`config.mk`:
```
export PLATFORM = sky130hd
export DESIGN_NAME = dbrk_unit
export DESIGN_NICKNAME = d
export VERILOG_FILES = /design/src/rtl/dbrk_pkg.sv /design/src/rtl/dbrk_cfg_regs.sv /design/src/rtl/dbrk_remap.sv /design/src/rtl/dbrk_cmp.sv /design/src/rtl/dbrk_unit.sv
export SDC_FILE = /design/constraint.sdc
export NUM_CORES = 1
export LEC_CHECK = 0
export BUFFER_PORTS_ARGS = -buffer_cell sky130_fd_sc_hd__buf_4
export CORE_UTILIZATION = 45
export DETAILED_ROUTE_END_ITERATION = 10
export GPL_ROUTABILITY_DRIVEN = 0
export PLACE_DENSITY_LB_ADDON = 0.25
export SKIP_CTS_REPAIR_TIMING = 1
export SLEW_MARGIN = 15
export SYNTH_ARGS = -nofsm -noshare
export SYNTH_HDL_FRONTEND = slang
export SYNTH_SLANG_ARGS = --single-unit
```
`constraint.sdc`:
```
create_clock -name clk -period 3.9 [get_ports clk]
set_input_delay 0.78 -clock clk [delete_from_list [all_inputs] [get_ports clk]]
set_output_delay 0.78 -clock clk [all_outputs]
set_load 0.01 [all_outputs]
```
`src/rtl/dbrk_pkg.sv`:
```
package dbrk_pkg;

    localparam int unsigned DBRK_AW     = 32;
    localparam int unsigned DBRK_PID_W  = 7;
    localparam int unsigned DBRK_ALIGN  = 2;
    localparam int unsigned DBRK_NCMP   = 2;

    localparam int unsigned CTL_ALIGN_BIT = 1;
    localparam int unsigned WC_M0_LSB     = 0;
    localparam int unsigned WC_M1_LSB     = 2;
    localparam int unsigned WC_FUSE_BIT   = 8;

    localparam logic [2:0] REASON_DATA = 3'd2;

    typedef enum logic [1:0] {
        DIR_OFF   = 2'd0,
        DIR_STORE = 2'd1,
        DIR_BOTH  = 2'd2,
        DIR_LOAD  = 2'd3
    } dir_mode_e;

    typedef enum logic [2:0] {
        SEL_PID   = 3'd0,
        SEL_CTL   = 3'd1,
        SEL_VAL0  = 3'd2,
        SEL_VAL1  = 3'd3,
        SEL_WCTL  = 3'd4
    } reg_sel_e;

endpackage

```
`src/rtl/dbrk_cfg_regs.sv`:
```
module dbrk_cfg_regs
    import dbrk_pkg::*;
#(
    parameter int unsigned ADDR_W = DBRK_AW,
    parameter int unsigned PID_W  = DBRK_PID_W
) (
    input  logic              clk,
    input  logic              rst_n,
    input  logic              wr_en,
    input  logic [2:0]        wr_sel,
    input  logic [ADDR_W-1:0] wr_data,
    output logic [PID_W-1:0]  pid,
    output logic              align_en,
    output logic              fuse_mode,
    output logic [1:0]        mode0,
    output logic [1:0]        mode1,
    output logic [ADDR_W-1:0] val0,
    output logic [ADDR_W-1:0] val1
);

    localparam int unsigned PID_LSB = ADDR_W - PID_W;

    always_ff @(posedge clk or negedge rst_n) begin
        if (!rst_n) begin
            pid       <= '0;
            align_en  <= 1'b0;
            fuse_mode <= 1'b0;
            mode0     <= DIR_OFF;
            mode1     <= DIR_OFF;
            val0      <= '0;
            val1      <= '0;
        end else if (wr_en) begin
            unique case (reg_sel_e'(wr_sel))
                SEL_PID:  pid      <= wr_data[ADDR_W-1:PID_LSB];
                SEL_CTL:  align_en <= wr_data[CTL_ALIGN_BIT];
                SEL_VAL0: val0     <= wr_data;
                SEL_VAL1: val1     <= wr_data;
                SEL_WCTL: begin
                    mode0     <= wr_data[WC_M0_LSB +: 2];
                    mode1     <= wr_data[WC_M1_LSB +: 2];
                    fuse_mode <= wr_data[WC_FUSE_BIT];
                end
                default: ;
            endcase
        end
    end

endmodule

```
`src/rtl/dbrk_remap.sv`:
```
module dbrk_remap
    import dbrk_pkg::*;
#(
    parameter int unsigned ADDR_W  = DBRK_AW,
    parameter int unsigned PID_W   = DBRK_PID_W,
    parameter int unsigned ALIGN_W = DBRK_ALIGN
) (
    input  logic [ADDR_W-1:0] addr_in,
    input  logic [PID_W-1:0]  pid,
    input  logic              align_en,
    output logic [ADDR_W-1:0] addr_out,
    output logic              misaligned
);

    localparam int unsigned PID_LSB = ADDR_W - PID_W;

    logic top_clear;
    logic pid_set;

    always_comb begin
        top_clear  = ~|addr_in[ADDR_W-1:PID_LSB];
        pid_set    = |pid;
        addr_out   = addr_in;
        if (pid_set && top_clear) begin
            addr_out[ADDR_W-1:PID_LSB] = pid;
        end
        misaligned = align_en && (|addr_in[ALIGN_W-1:0]);
    end

endmodule

```
`src/rtl/dbrk_cmp.sv`:
```
module dbrk_cmp
    import dbrk_pkg::*;
#(
    parameter int unsigned ADDR_W  = DBRK_AW,
    parameter int unsigned ALIGN_W = DBRK_ALIGN
) (
    input  logic [ADDR_W-1:0] addr,
    input  logic              is_store,
    input  logic [1:0]        mode,
    input  logic [ADDR_W-1:0] value,
    input  logic              use_mask,
    input  logic [ADDR_W-1:0] mask,
    output logic              hit
);

    logic dir_ok;
    logic addr_eq;

    always_comb begin
        unique case (dir_mode_e'(mode))
            DIR_OFF:   dir_ok = 1'b0;
            DIR_STORE: dir_ok = is_store;
            DIR_BOTH:  dir_ok = 1'b1;
            DIR_LOAD:  dir_ok = !is_store;
            default:   dir_ok = 1'b0;
        endcase

        if (use_mask) begin
            addr_eq = ~|((addr ^ value) & ~mask);
        end else begin
            addr_eq = (addr[ADDR_W-1:ALIGN_W] == value[ADDR_W-1:ALIGN_W]);
        end

        hit = dir_ok && addr_eq;
    end

endmodule

```
`src/rtl/dbrk_unit.sv`:
```
module dbrk_unit
    import dbrk_pkg::*;
#(
    parameter int unsigned ADDR_W  = DBRK_AW,
    parameter int unsigned PID_W   = DBRK_PID_W,
    parameter int unsigned ALIGN_W = DBRK_ALIGN
) (
    input  logic              clk,
    input  logic              rst_n,
    input  logic              acc_valid,
    input  logic              acc_store,
    input  logic [ADDR_W-1:0] acc_addr,
    input  logic              cfg_we,
    input  logic [2:0]        cfg_sel,
    input  logic [ADDR_W-1:0] cfg_wdata,
    output logic [ADDR_W-1:0] phys_addr,
    output logic              align_abort,
    output logic              brk_hit,
    output logic [2:0]        brk_reason
);

    localparam int unsigned NCMP = DBRK_NCMP;

    logic [PID_W-1:0]  pid;
    logic              align_en;
    logic              fuse_mode;
    logic [1:0]        mode0;
    logic [1:0]        mode1;
    logic [ADDR_W-1:0] val0;
    logic [ADDR_W-1:0] val1;

    logic [ADDR_W-1:0] reloc_addr;
    logic              misaligned;

    logic [ADDR_W-1:0] cmp_val  [NCMP];
    logic [1:0]        cmp_mode [NCMP];
    logic [NCMP-1:0]   raw_hit;
    logic [NCMP-1:0]   eff_hit;
    logic              any_hit;

    dbrk_cfg_regs #(
        .ADDR_W (ADDR_W),
        .PID_W  (PID_W)
    ) u_regs (
        .clk       (clk),
        .rst_n     (rst_n),
        .wr_en     (cfg_we),
        .wr_sel    (cfg_sel),
        .wr_data   (cfg_wdata),
        .pid       (pid),
        .align_en  (align_en),
        .fuse_mode (fuse_mode),
        .mode0     (mode0),
        .mode1     (mode1),
        .val0      (val0),
        .val1      (val1)
    );

    dbrk_remap #(
        .ADDR_W  (ADDR_W),
        .PID_W   (PID_W),
        .ALIGN_W (ALIGN_W)
    ) u_remap (
        .addr_in    (acc_addr),
        .pid        (pid),
        .align_en   (align_en),
        .addr_out   (reloc_addr),
        .misaligned (misaligned)
    );

    assign cmp_val[0]  = val0;
    assign cmp_val[1]  = val1;
    assign cmp_mode[0] = mode0;
    assign cmp_mode[1] = mode1;

    for (genvar i = 0; i < NCMP; i++) begin : g_cmp
        if (i == 0) begin : g_primary
            dbrk_cmp #(
                .ADDR_W  (ADDR_W),
                .ALIGN_W (ALIGN_W)
            ) u_cmp (
                .addr     (reloc_addr),
                .is_store (acc_store),
                .mode     (cmp_mode[i]),
                .value    (cmp_val[i]),
                .use_mask (fuse_mode),
                .mask     (val1),
                .hit      (raw_hit[i])
            );
            assign eff_hit[i] = raw_hit[i];
        end else begin : g_secondary
            dbrk_cmp #(
                .ADDR_W  (ADDR_W),
                .ALIGN_W (ALIGN_W)
            ) u_cmp (
                .addr     (reloc_addr),
                .is_store (acc_store),
                .mode     (cmp_mode[i]),
                .value    (cmp_val[i]),
                .use_mask (1'b0),
                .mask     ('0),
                .hit      (raw_hit[i])
            );
            assign eff_hit[i] = raw_hit[i] && !fuse_mode;
        end
    end

    assign any_hit = |eff_hit;

    always_ff @(posedge clk or negedge rst_n) begin
        if (!rst_n) begin
            phys_addr   <= '0;
            align_abort <= 1'b0;
            brk_hit     <= 1'b0;
            brk_reason  <= '0;
        end else begin
            phys_addr   <= reloc_addr;
            align_abort <= acc_valid && misaligned;
            brk_hit     <= acc_valid && any_hit;
            brk_reason  <= (acc_valid && any_hit) ? REASON_DATA : 3'd0;
        end
    end

    a_r11_events_need_valid: assert property (@(posedge clk) disable iff (!rst_n)
        (align_abort || brk_hit) |-> $past(acc_valid));

    a_r9_reason_on_hit: assert property (@(posedge clk) disable iff (!rst_n)
        brk_hit |-> (brk_reason == REASON_DATA));

    a_r9_reason_idle: assert property (@(posedge clk) disable iff (!rst_n)
        !brk_hit |-> (brk_reason == 3'd0));

    a_r5_abort_needs_enable: assert property (@(posedge clk) disable iff (!rst_n)
        align_abort |-> $past(align_en));

    a_r3_zero_pid_passthrough: assert property (@(posedge clk) disable iff (!rst_n)
        ($past(pid) == '0) |-> (phys_addr == $past(acc_addr)));

    a_r8_fused_needs_cmp0: assert property (@(posedge clk) disable iff (!rst_n)
        (brk_hit && $past(fuse_mode)) |-> ($past(mode0) != 2'd0));

endmodule

```
==> summary.md <==
| Metric | Value |
|---|---|
| Status | completed |
| Crit path time final | 2.46 ns |
| Critical Path Source Type | input port |
| Clock Latency Late Sink | 0.35 ns |
| Rows | 37 |
| Most numerous cell in the Yosys netlist | dfrtp_1 |
| Vias after detailed routing | 3,289 |
| Pwr Density | 457 nW/um^2 |
| Die ar. | 11,300 um^2 |
| Final slew viol count | 0 |
| Fillers | 861 |
| CTS tree | built |
| Peak VDD IR | 0.269 mV |
| CTS max path bufs | 2 |
| Die Width | 106 um |
| Max-Cap Viols | 0 |
| Synth unique cells | 44 |
| Setup Total Neg Slack | 0 ns |
| Biggest cell delay along the critical path | 0.46 ns |
| Critical path required time | 4.18 ns |
| Post-synthesis average cell area | 13.5 um^2 |
| Layout net count | 548 |
| Buf/Inv on CP | 1 |
| Vias/cell | 5.33 |
| Comb pwr share | 0.237 |
| Sw frac | 0.297 |
| Commonest cells post-synth | 111 x dfrtp_1, 75 x mux2_2, 37 x xnor2_1 |
| P_leak | 2.67 nW |
| Initial antenna violation count | 0 |
| Tot Pwr | 0.00275 W |
| RSZ-0062 raised after global routing | false |
| Post-DP HPWL | 8320 um |
| Ys Warns | 0 |
| Synthesized cell area | 4900 um^2 |
| Wirelength per Cell | 17.7 um |
| Area grow syn2layout | 22.9% |
| Number of global-route vias before repair | 3,369 |
| CP max-delay cell | or4_1 |
| CP top delay family | simple AND/OR/NAND/NOR gates |
| DRT Wirelength | 10,900 um |
| Final hold viol count | 0 |
| DR pass1 iterations | 4 |
| P_int | 0.00193 W |
| Slew HR | 0.426 |
| Place WS | 1.09 ns |
| Clock network power share | 0.221 |
| Crit-path cells | buf_4, nor4_4, a31oi_2, xnor2_1, a221o_1, or4_1, a31oi_1 |
| Setup violations, final | 0 |
| Clk sinks | 111 |
| Synth Register Bits | 111 |
| Htree depth | 3 |
| Setup CP Type | input port to flop |
| Initial Util | 0.470 |
| Main synth FF type | dfrtp_1 |
| Post-Synthesis Cells | 363 |
| Worst Max-Slew Pin Slew | 0.855 ns |
| Top-area cell type share of the netlist area | 0.567 |
| Initial DRC count | 107 |
| Layout cell share with drive strength beyond 1 | 0.437 |
| Ranking of synthesized cells by area | dfrtp_1 57%, mux2_2 17%, xnor2_1 6.6% |
| Grt ovf | 0 |
| Clock-pin slew on the worst setup and hold paths | 0.10 ns |
| IO Pins | 109 |
| Total CTS buffers | 9 |
| Async S/R FF share, synth | 1.00 |
| First-pass GRT wire length | 17,500 um |
| Hold WC Path Type | input port to asynchronous set/reset pin |
| DRC viols | 0 |
| Pin count of the biggest net entering global routing | 69 |
| CP Capture Type | flop |
| Core area | 10,400 um^2 |
| Port bufs | 106 |
| Synth area leader | dfrtp_1 |
| Post-route ant nets | 0 |
| Sequential-to-total area share from yosys stat | 0.567 |
| Clk_skew | 0.00352 ns |
| Ant diodes | 0 |
| Die Ht | 106 um |
| Root buf cell | clkbuf_8 |
| Psw | 0.000816 W |
| Crit share post-route | 0.631 |
| Max Clock Freq | 0.406 GHz |
| GRT Resource Usage Total | 0.203 |
| Sequential share of power | 0.542 |
| Critical path arrival | 2.74 ns |
| Crit Path Max Fanout | 6 |
| Post-synth EDFFs | 0 |
| PnR worst setup slack | 1.44 ns |
==> state kept, by name, summed over array words and instances, names as in the netlist <==
name and cells:
align_abort 1, brk_reason 1, phys_addr 32, u_regs.align_en 1
u_regs.fuse_mode 1, u_regs.mode0 2, u_regs.mode1 2, u_regs.pid 7
u_regs.val0 32, u_regs.val1 32
==> layout by cell type, fill, tap and decap left out, types with 2 or more instances in the layout <==
cell type	n
a21oi_2	2
a221o_1	2
a221oi_1	2
a31oi_1	2
a41oi_2	2
buf_4	111
clkbuf_1	2
clkbuf_8	9
clkinv_2	2
clkinvlp_4	2
conb_1	2
dfrtp_1	111
inv_1	16
mux2_2	75
nand2_1	5
nand3_1	4
nand4_1	9
nor2_1	11
nor2b_1	3
nor3_1	3
nor4_1	8
o2111ai_1	2
o21ai_0	2
o22ai_1	11
or4_1	2
xnor2_1	37
xor2_1	24
==> worst register-to-register path, delay by kind of cell (launching register included) <==
kind,cells,cell delay [ns]
AO/OA/AOI/OAI,3,0.89
XOR/XNOR,1,0.23
flip-flops,1,0.40
AND/OR/NAND/NOR,3,0.68
==> logic make-up after synthesis <==
kind of cell	share of synthesized area
other cells	0.000766
compound gates	0.0557
mux	0.173
xor+xnor	0.109
buf+inv	0.0258
flops	0.567
simple gates	0.0687
==> area by class of cell <==
| type | count | area [um^2] | area share |
|---|---|---|---|
| Clock buffer | 11 | 131 | 0.0218 |
| Clock inverter | 5 | 33.8 | 0.00561 |
| Inverter | 17 | 77.6 | 0.0129 |
| Multi-Input combinational cell | 226 | 2000 | 0.332 |
| Sequential cell | 111 | 2780 | 0.461 |
| Tap cell | 136 | 170 | 0.0283 |
| Timing Repair Buffer | 111 | 833 | 0.138 |
==> layer usage <==
layer	part of all wire	up-vias	GRT usage
li1	-	1516	-
met1	0.46	1663	0.278
met2	0.47	97	0.324
met3	0.051	13	0.0380
met4	0.018	0	0.0704
met5	0	-	0
==> worst paths after layout <==
check / startpoint / end / slack [ns] / cells past startpoint
min: rst_n / u_regs.val1[20]$_DFFE_PN0P_ / 0.52 / 1
max: acc_addr[26] / brk_reason[1]$_DFF_PN0_ / 1.44 / 7
min in group clk: u_regs.mode1[0]$_DFFE_PN0P_ / u_regs.mode1[0]$_DFFE_PN0P_ / 0.52 / 1
min reg2reg: u_regs.mode1[0]$_DFFE_PN0P_ / u_regs.mode1[0]$_DFFE_PN0P_ / 0.52 / 1
max reg2reg: u_regs.val0[6]$_DFFE_PN0P_ / brk_reason[1]$_DFF_PN0_ / 1.63 / 7
max in group asynchronous: rst_n / phys_addr[4]$_DFF_PN0_ / 2.54 / 2
==> power by group through the flow <==
stage               Clock (W)  Sequential [W]  Combinational, W
finish               0.000607         0.00149          0.000651
global route         0.000663         0.00152          0.000708
CTS                  0.000625         0.00149          0.000654
detailed placement          0         0.00152          0.000651
global placement            0         0.00150          0.000638
floorplan                   0         0.00148          0.000415
==> through the flow <==
step	util	hold slack, ns	std cells	cell area [um^2]
floorplan	-	0.472	364	4900
global placement	0.562	0.487	601	5850
detailed placement	0.562	0.497	601	5850
CTS	0.578	0.520	617	6020
global route	0.578	0.533	617	6020
finish	0.578	0.521	617	6020
Power figures use the tool's default switching activity.
